**src/rtl/ticker_pkg.sv**
```systemverilog
package ticker_pkg;

  localparam int SEG_W = 7;

  typedef logic [SEG_W-1:0] seg_t;

  // active-low segments, bit0 = a ... bit6 = g
  localparam seg_t SEG_BLANK = 7'h7F;
  localparam seg_t SEG_H     = 7'h09;
  localparam seg_t SEG_E     = 7'h06;
  localparam seg_t SEG_L     = 7'h47;
  localparam seg_t SEG_O     = 7'h40;

  typedef enum logic { LD_FILL, LD_RING } load_state_e;
  typedef enum logic { RK_IDLE, RK_WAIT } rate_state_e;

  // character n of the scrolled message; positions past the word are blank
  function automatic seg_t glyph(input int unsigned pos);
    case (pos)
      0:       glyph = SEG_H;
      1:       glyph = SEG_E;
      2, 3:    glyph = SEG_L;
      4:       glyph = SEG_O;
      default: glyph = SEG_BLANK;
    endcase
  endfunction

endpackage

```
**src/rtl/key_sync.sv**
```systemverilog
module key_sync #(
  parameter int STAGES = 2
) (
  input  logic clk,
  input  logic rst_n,
  input  logic key_n,
  output logic pressed
);
  logic [STAGES-1:0] sync_q;

  always_ff @(posedge clk) begin
    if (!rst_n) sync_q <= '1;
    else        sync_q <= {sync_q[STAGES-2:0], key_n};
  end

  assign pressed = ~sync_q[STAGES-1];
endmodule

```
**src/rtl/rate_ctrl.sv**
```systemverilog
module rate_ctrl
  import ticker_pkg::*;
#(
  parameter int NUM_LEVELS  = 5,
  parameter int RESET_LEVEL = 2,
  parameter int LVL_W       = $clog2(NUM_LEVELS)
) (
  input  logic             clk,
  input  logic             rst_n,
  input  logic             fast_hit,
  input  logic             slow_hit,
  output logic [LVL_W-1:0] level,
  output logic             step
);
  localparam logic [LVL_W-1:0] LVL_TOP  = LVL_W'(NUM_LEVELS - 1);
  localparam logic [LVL_W-1:0] LVL_INIT = LVL_W'(RESET_LEVEL);

  rate_state_e      state_q;
  logic [LVL_W-1:0] level_q;
  logic             go_faster, go_slower;

  always_comb begin
    go_faster = (state_q == RK_IDLE) && fast_hit && !slow_hit && (level_q != '0);
    go_slower = (state_q == RK_IDLE) && slow_hit && !fast_hit && (level_q != LVL_TOP);
  end

  always_ff @(posedge clk) begin
    if (!rst_n) begin
      state_q <= RK_IDLE;
      level_q <= LVL_INIT;
    end else begin
      case (state_q)
        RK_IDLE: if (fast_hit || slow_hit) state_q <= RK_WAIT;
        RK_WAIT: if (!fast_hit && !slow_hit) state_q <= RK_IDLE;
        default: state_q <= RK_IDLE;
      endcase
      if (go_faster)      level_q <= level_q - LVL_W'(1);
      else if (go_slower) level_q <= level_q + LVL_W'(1);
    end
  end

  assign level = level_q;
  assign step  = go_faster | go_slower;
endmodule

```
**src/rtl/tick_gen.sv**
```systemverilog
module tick_gen #(
  parameter int CYCLES_QUARTER = 12_500_000,
  parameter int NUM_LEVELS     = 5,
  parameter int LVL_W          = $clog2(NUM_LEVELS)
) (
  input  logic             clk,
  input  logic             rst_n,
  input  logic [LVL_W-1:0] level,
  input  logic             restart,
  output logic             tick
);
  localparam longint MAX_PERIOD = longint'(CYCLES_QUARTER) << (NUM_LEVELS - 1);
  localparam int     CNT_W      = $clog2(MAX_PERIOD + 1);

  logic [CNT_W-1:0] cnt_q;
  logic [CNT_W-1:0] period;

  assign period = CNT_W'(CYCLES_QUARTER) << level;
  assign tick   = (cnt_q == period - CNT_W'(1));

  always_ff @(posedge clk) begin
    if (!rst_n || restart || tick) cnt_q <= '0;
    else                           cnt_q <= cnt_q + CNT_W'(1);
  end
endmodule

```
**src/rtl/text_loader.sv**
```systemverilog
module text_loader
  import ticker_pkg::*;
#(
  parameter int NUM_DIGITS = 8,
  parameter int IDX_W      = $clog2(NUM_DIGITS)
) (
  input  logic clk,
  input  logic rst_n,
  input  logic tick,
  input  seg_t wrap_seg,
  output seg_t ins_seg,
  output logic ring
);
  load_state_e      state_q;
  logic [IDX_W-1:0] idx_q;

  always_comb begin
    if (state_q == LD_FILL) ins_seg = glyph(int'(idx_q));
    else                    ins_seg = wrap_seg;
  end

  always_ff @(posedge clk) begin
    if (!rst_n) begin
      state_q <= LD_FILL;
      idx_q   <= '0;
    end else if (tick && state_q == LD_FILL) begin
      if (idx_q == IDX_W'(NUM_DIGITS - 1)) begin
        state_q <= LD_RING;
        idx_q   <= '0;
      end else begin
        idx_q <= idx_q + IDX_W'(1);
      end
    end
  end

  assign ring = (state_q == LD_RING);
endmodule

```
**src/rtl/seg_chain.sv**
```systemverilog
module seg_chain
  import ticker_pkg::*;
#(
  parameter int NUM_DIGITS = 8
) (
  input  logic                        clk,
  input  logic                        rst_n,
  input  logic                        tick,
  input  seg_t                        ins_seg,
  output seg_t                        last_seg,
  output logic [NUM_DIGITS*SEG_W-1:0] digits
);
  seg_t stage_q [NUM_DIGITS];

  for (genvar k = 0; k < NUM_DIGITS; k++) begin : g_stage
    seg_t feed;
    if (k == 0) begin : g_head
      assign feed = ins_seg;
    end else begin : g_body
      assign feed = stage_q[k-1];
    end

    always_ff @(posedge clk) begin
      if (!rst_n)    stage_q[k] <= SEG_BLANK;
      else if (tick) stage_q[k] <= feed;
    end

    assign digits[k*SEG_W +: SEG_W] = stage_q[k];
  end

  assign last_seg = stage_q[NUM_DIGITS-1];
endmodule

```
**src/rtl/ticker_scroll.sv**
```systemverilog
module ticker_scroll
  import ticker_pkg::*;
#(
  parameter int CYCLES_QUARTER = 12_500_000,
  parameter int NUM_DIGITS     = 8,
  parameter int SYNC_STAGES    = 2,
  parameter int NUM_LEVELS     = 5,
  parameter int RESET_LEVEL    = 2
) (
  input  logic                        clk,
  input  logic                        rst_n,
  input  logic                        key_fast_n,
  input  logic                        key_slow_n,
  output logic [NUM_DIGITS*SEG_W-1:0] digits
);
  localparam int LVL_W = $clog2(NUM_LEVELS);

  logic [1:0]       key_raw_n;
  logic [1:0]       key_hit;
  logic [LVL_W-1:0] rate_level;
  logic             rate_step;
  logic             shift_tick;
  logic             ring_mode;
  seg_t             head_seg;
  seg_t             tail_seg;

  assign key_raw_n = {key_slow_n, key_fast_n};

  for (genvar g = 0; g < 2; g++) begin : g_key
    key_sync #(.STAGES(SYNC_STAGES)) u_sync (
      .clk     (clk),
      .rst_n   (rst_n),
      .key_n   (key_raw_n[g]),
      .pressed (key_hit[g])
    );
  end

  rate_ctrl #(
    .NUM_LEVELS  (NUM_LEVELS),
    .RESET_LEVEL (RESET_LEVEL),
    .LVL_W       (LVL_W)
  ) u_rate (
    .clk      (clk),
    .rst_n    (rst_n),
    .fast_hit (key_hit[0]),
    .slow_hit (key_hit[1]),
    .level    (rate_level),
    .step     (rate_step)
  );

  tick_gen #(
    .CYCLES_QUARTER (CYCLES_QUARTER),
    .NUM_LEVELS     (NUM_LEVELS),
    .LVL_W          (LVL_W)
  ) u_tick (
    .clk     (clk),
    .rst_n   (rst_n),
    .level   (rate_level),
    .restart (rate_step),
    .tick    (shift_tick)
  );

  text_loader #(.NUM_DIGITS(NUM_DIGITS)) u_load (
    .clk      (clk),
    .rst_n    (rst_n),
    .tick     (shift_tick),
    .wrap_seg (tail_seg),
    .ins_seg  (head_seg),
    .ring     (ring_mode)
  );

  seg_chain #(.NUM_DIGITS(NUM_DIGITS)) u_chain (
    .clk      (clk),
    .rst_n    (rst_n),
    .tick     (shift_tick),
    .ins_seg  (head_seg),
    .last_seg (tail_seg),
    .digits   (digits)
  );
endmodule

```
**config.mk**
```make
export PLATFORM = sky130hd
export DESIGN_NAME = ticker_scroll
export DESIGN_NICKNAME = d
export VERILOG_FILES = /design/src/rtl/ticker_pkg.sv /design/src/rtl/key_sync.sv /design/src/rtl/rate_ctrl.sv /design/src/rtl/tick_gen.sv /design/src/rtl/text_loader.sv /design/src/rtl/seg_chain.sv /design/src/rtl/ticker_scroll.sv
export SDC_FILE = /design/constraint.sdc
export NUM_CORES = 1
export LEC_CHECK = 0
export ABC_AREA = 1
export BUFFER_PORTS_ARGS = -buffer_cell sky130_fd_sc_hd__buf_2
export CORE_MARGIN = 3
export CORE_UTILIZATION = 42
export CTS_BUF_LIST = sky130_fd_sc_hd__clkbuf_16
export CTS_CLUSTER_SIZE = 40
export DETAILED_ROUTE_END_ITERATION = 10
export GPL_TIMING_DRIVEN = 0
export PLACE_DENSITY = 0.63
export RECOVER_POWER = 100
export SLEW_MARGIN = 15
export SYNTH_ARGS = -nofsm -noshare
export SYNTH_HDL_FRONTEND = slang
export SYNTH_SLANG_ARGS = --single-unit
```
**constraint.sdc**
```tcl
create_clock -name clk -period 9.5 [get_ports clk]
set_input_delay 2.375 -clock clk [delete_from_list [all_inputs] [get_ports clk]]
set_output_delay 2.375 -clock clk [all_outputs]
set_load 0.05 [all_outputs]
```
-- Yosys cells after proc, flatten, opt, wreduce, memory -nomap -nowiden
Memories as Yosys holds them, arrays and structs flattened.
Index checks and enable logic that the tools add are counted.
- register bits after elaboration: 40
- latch bits: 0
- bits in writable memories: 56
- bits in read-only memories: 0
- input bits: 4
- output and inout port bits: 56
- logic and storage cells: 71
- memories: 1
- memory list (memory ; words ; bits a word ; rd ports ; clocked after Yosys merged registers in ; write ports ; line ; RTL):
    u_chain.stage_q ; 8 ; 7 ; 8 ; 0 ; 8 ; seg_chain.sv:13 ; seg_t stage_q [NUM_DIGITS];
- $add $sub $neg: 5
- $mul: 0
- divide/modulo/power cells: 0
- $lt $le $gt $ge: 0
- equality and inequality tests: 7
- shift operators: 1
- multiplexer cells: 20
- bitwise logic cells: 13
- reductions and logical operators: 17
- operator list (kind ; number):
    $mux W7 ; 9
    $add A28 B1 Y28 const B ; 1
    $eq A28 B28 Y1 ; 1
    $pmux W7 S4 ; 1
    $shl A24 B3 Y28 const A ; 1
    $sub A28 B1 Y28 const B ; 1
    $mux W3 ; 3
    $or A1 B1 Y1 ; 9
    $logic_and A1 B1 Y1 ; 8
    $add A3 B1 Y3 const B ; 2
    $eq A3 B2 Y1 const B ; 2
    $eq A3 B3 Y1 const B ; 2
    $mux W1 ; 6
    $not A1 Y1 ; 4
    $eq A3 B1 Y1 const B ; 1
    $logic_not A3 Y1 ; 1
    $logic_or A1 B1 Y1 ; 3
    $ne A3 B3 Y1 const B ; 1
    $reduce_bool A3 Y1 ; 1
    $sub A3 B1 Y3 const B ; 1
    $pmux W1 S2 ; 1
    $reduce_and A2 Y1 ; 1
    $reduce_bool A2 Y1 ; 1
    $reduce_or A2 Y1 ; 1
    $logic_not A1 Y1 ; 1

-- Logic depth before layout (Yosys ltp)
- word-level depth: 7
- mapped depth: 15
- mapped depth without buffers: 13

-- Modules after synthesis
Synthesis repeated with hierarchy kept, for this count alone.
- cells, all modules: 641
- area total of the unflattened synthesis: 5159.9 sq um
- by module, submodules not included (module ; times used ; cells an instance ; area an instance (sq um) ; seq. area each (sq um)):
    seg_chain ; 1 ; 189 ; 2312.2 ; 1681.6
    tick_gen ; 1 ; 349 ; 2109.5 ; 560.5
    text_loader ; 1 ; 54 ; 371.6 ; 80.1
    rate_ctrl ; 1 ; 35 ; 249.0 ; 80.1
    key_sync ; 2 ; 7 ; 58.8 ; 40.0

-- Worst setup path after synthesis
No wires, ideal clock.
- path type: input port to flip-flop
- from: input rst_n
- to: memory u_chain.stage_q[0][0] in the netlist's numbering (enable)
- setup time: 637 ps
- data arrival time: 3655 ps
- required time: 8863 ps
- path slack: 5208 ps
- stages on the path: 2
- buffers on the path: 1
- cells stage by stage: clkbuf_1 nand2_1
- RTL lines (element ; line ; RTL):
    start, declared ; ticker_scroll.sv:11 ; input logic rst_n,
    end, declared ; seg_chain.sv:13 ;

==> impl_metrics.csv <==
group,metric,value,unit
timing,min_period,4.50,ns
synthesis,ys_async_sr_fraction,0,
detailed_routing,ant_nets,0,
finish,utilization,0.499,
timing,finalSetupTns,0,ns
setup_path,r2r_start,"u_tick.cnt_q[0]",
detailed_routing,drtIter0Drc,300,
die,coreArea,11000,um^2
finish,nFillCells,1093,
finish,layout-drive-gt1-share,0.0565,
clock_network,cts_tree,"yes",
power_and_ir_drop,p_leak,1.75,nW
detailed_routing,firstDrtPassIters,5,
synthesis,syn_nets,593,
timing,hold_viol_final,0,
setup_path,r2r_cells,11,
place,io_buffers,58,
min_path,holdPathEnd,"g_key[1].u_sync.sync_q[1]",
global_route,gr-usage-all-layers,0.203,
clock_network,clock_latency,0.36,ns
clock_network,ctsHtreeMaxLevel,3,
synthesis,yosys.area.top_type,"edfxtp_1",
setup_path,crit_slowest_cell,"nand2_1",
setup_path,crit_fanout,56,
setup_path,r2r_slack,5.56,ns
setup_path,endpoint_kind,"register",
clock_network,post_cts_buffers,0,
timing,timing.fmax,0.222,GHz
timing,setup_ws,5.00,ns
place,place_inst,779,
clock_network,cts_root_buf,"clkbuf_16",
clock_network,cts_buffers,9,
finish,area_delta_synth_final,14.5,%
die,fp.dieH,113,um
place,placed_area,5260,um^2
die,start_util,0.436,
timing,drv_slew,57,
synthesis,synth_area,4790,um^2
setup_path,cp_cell_sequence,"clkbuf_1 -> nand2_1",
place,hpwl,9480,um
detailed_routing,num_vias,4094,
min_path,min_path_type,"reg -> reg",
place,place_ws,5.65,ns
clock_network,cts_num_sinks,96,
timing,holdWs,0.419,ns
timing,setup_viol,0,
global_route,grt_max_degree,57,
global_route,grt_pass1_wl,19800,um
place,place_congestion,0.901,
global_route,first_global_vias,3698,
power_and_ir_drop,power,0.884,mW
synthesis,synth_top_area_share,0.351,
clock_network,holdBufCountCts,0,
synthesis,ys_seq_area_frac,0.519,
setup_path,worst_r2r_endpoint,"u_chain.stage_q[1][4]",
synthesis,syn_inst,581,
setup_path,required,9.07,ns
timing,relSlewSlack,-0.511,
synthesis,ys_types,31,
synthesis,yosys_warnings,0,
synthesis,synthTopCellsByArea,"edfxtp_1, dfxtp_1, nand2_1",
die,die_w,113,um
setup_path,critical_path_buf_inv_count,1,
timing,fin_crit_sh,0.473,
outcome,run_status,"finished, violations left",
timing,rsz0062_at_grt,"no",
detailed_routing,vias_per_cell,5.15,
clock_network,cts-resized-gates,0,
synthesis,synth-edff-count,56,
setup_path,max_stage_delay,1.35,ns
setup_path,startpoint_type,"input pin",
run,maxCapViolCount,1,
die,io_pins,60,
die,dieArea,12700,um^2
outcome,violations,"capacitance limit, slew limit",
setup_path,cp.arrival,4.07,ns
min_path,hold_depth,1,
min_path,hp-start,"g_key[1].u_sync.sync_q[0]",
setup_path,crit_family,"simple AND/OR/NAND/NOR gates",
clock_network,clk_pin_slew,0.07,ns
timing,worst_pin_slew,2.26,ns
finish,nets,662,
synthesis,avgSynthCellArea,8.24,um^2
finish,stdcell_count,795,
power_and_ir_drop,p_per_area,161,nW/um^2
detailed_routing,wl_per_cell,16.0,um
finish,stdcell_area,5480,um^2
global_route,antenna_found_initial,0,
finish,diodes,0,
synthesis,yosys_register_bits,96,
timing,fin_skew,0.0126,ns
die,row_count,38,
setup_path,crit_type,"in -> reg",
power_and_ir_drop,max-vdd-ir-drop,143,uV
detailed_routing,drc,0,
synthesis,synth_flop_cell,"edfxtp_1",
clock_network,cts_buffer_depth,2,
global_route,overflow,0,
detailed_routing,wl,12700,um
[cell type report]
type	instances	area, um^2	area share
buffer	13	56.3	0.0103
multi-input combinational	419	2040	0.371
sequential	96	2480	0.453
clock inverter	7	86.3	0.0158
inverter	53	199	0.0363
tap	140	175	0.0320
clock buffer	9	225	0.0411
timing repair buffer	58	220	0.0402
[cell families after synthesis]
group                      after synthesis  synth area share
AOI/OAI and AO/OA                       36            0.0392
xor gates and xnor gates                10            0.0183
adders and majority gates                8            0.0225
buffers and inverters                   66            0.0539
DFF                                     96             0.519
and+or+nand+nor                        365             0.347
[worst max path at each step]
stage / end / cells after the start / startpoint
floorplan: u_chain.stage_q[0][0] / 2 / rst_n
global placement: u_chain.stage_q[0][5] / 2 / rst_n
detailed placement: u_chain.stage_q[7][0] / 4 / rst_n
CTS: u_chain.stage_q[0][2] / 5 / rst_n
global route: u_chain.stage_q[2][5] / 2 / rst_n
finish: u_chain.stage_q[1][4] / 2 / rst_n
[Yosys cell counts (5+ instances only)]
library cell and number:
inv_1 49, nand2_1 159, nor3_1 9, or2_1 48, nand4_1 17, buf_2 5, nor2_1 67, ha_1 7
xor2_1 8, edfxtp_1 56, or2_2 10, o21ai_0 11, nand3_1 45, dfxtp_1 40, clkbuf_1 7, a21oi_1 21
[layout by cell type, fill, tap and decap left out, types with 2 or more instances in the layout]
| cell type | synthesis | layout |
|---|---|---|
| o21ai_0 | 11 | 11 |
| nor3_1 | 9 | 9 |
| edfxtp_1 | 56 | 56 |
| o22ai_1 | 2 | 2 |
| or2_1 | 48 | 48 |
| o211ai_1 | 2 | 2 |
| nor4_1 | 2 | 2 |
| clkbuf_16 | 0 | 9 |
| xnor2_1 | 2 | 2 |
| inv_1 | 49 | 49 |
| inv_6 | 0 | 2 |
| ha_1 | 7 | 7 |
| a21oi_1 | 21 | 21 |
| inv_8 | 0 | 2 |
| nor2_1 | 67 | 67 |
| inv_2 | 3 | 3 |
| clkbuf_1 | 7 | 65 |
| nand2_1 | 159 | 159 |
| xor2_1 | 8 | 8 |
| dfxtp_1 | 40 | 40 |
| nand3_1 | 45 | 47 |
| nand4_1 | 17 | 17 |
| buf_2 | 5 | 5 |
| or2_2 | 10 | 10 |
[power breakdown]
| group | internal, mW | switching (mW) | total, mW | leakage (nW) |
|---|---|---|---|---|
| sequential | 0.442 | 0.00304 | 0.445 | 0.703 |
| combinational | 0.0149 | 0.0396 | 0.0544 | 0.895 |
| clock | 0.210 | 0.174 | 0.384 | 0.150 |
| total | 0.667 | 0.217 | 0.884 | 1.75 |
[flip-flops by register name, summed over array words and instances, names as in the netlist]
signal,cells
u_chain.stage_q,56
u_tick.cnt_q,28
g_key.u_sync.sync_q,4
u_load.idx_q,3
u_rate.level,3
u_load.ring,1
u_rate.state_q,1
[routing by layer]
metal,up-vias,wire length (um),track usage
met3,11,784,0.0497
met2,132,5800,0.310
met1,1911,5970,0.289
met5,-,0,0
met4,0,179,0.0545
li1,2040,-,-
Note: power is estimated with default switching activity, not from simulation.
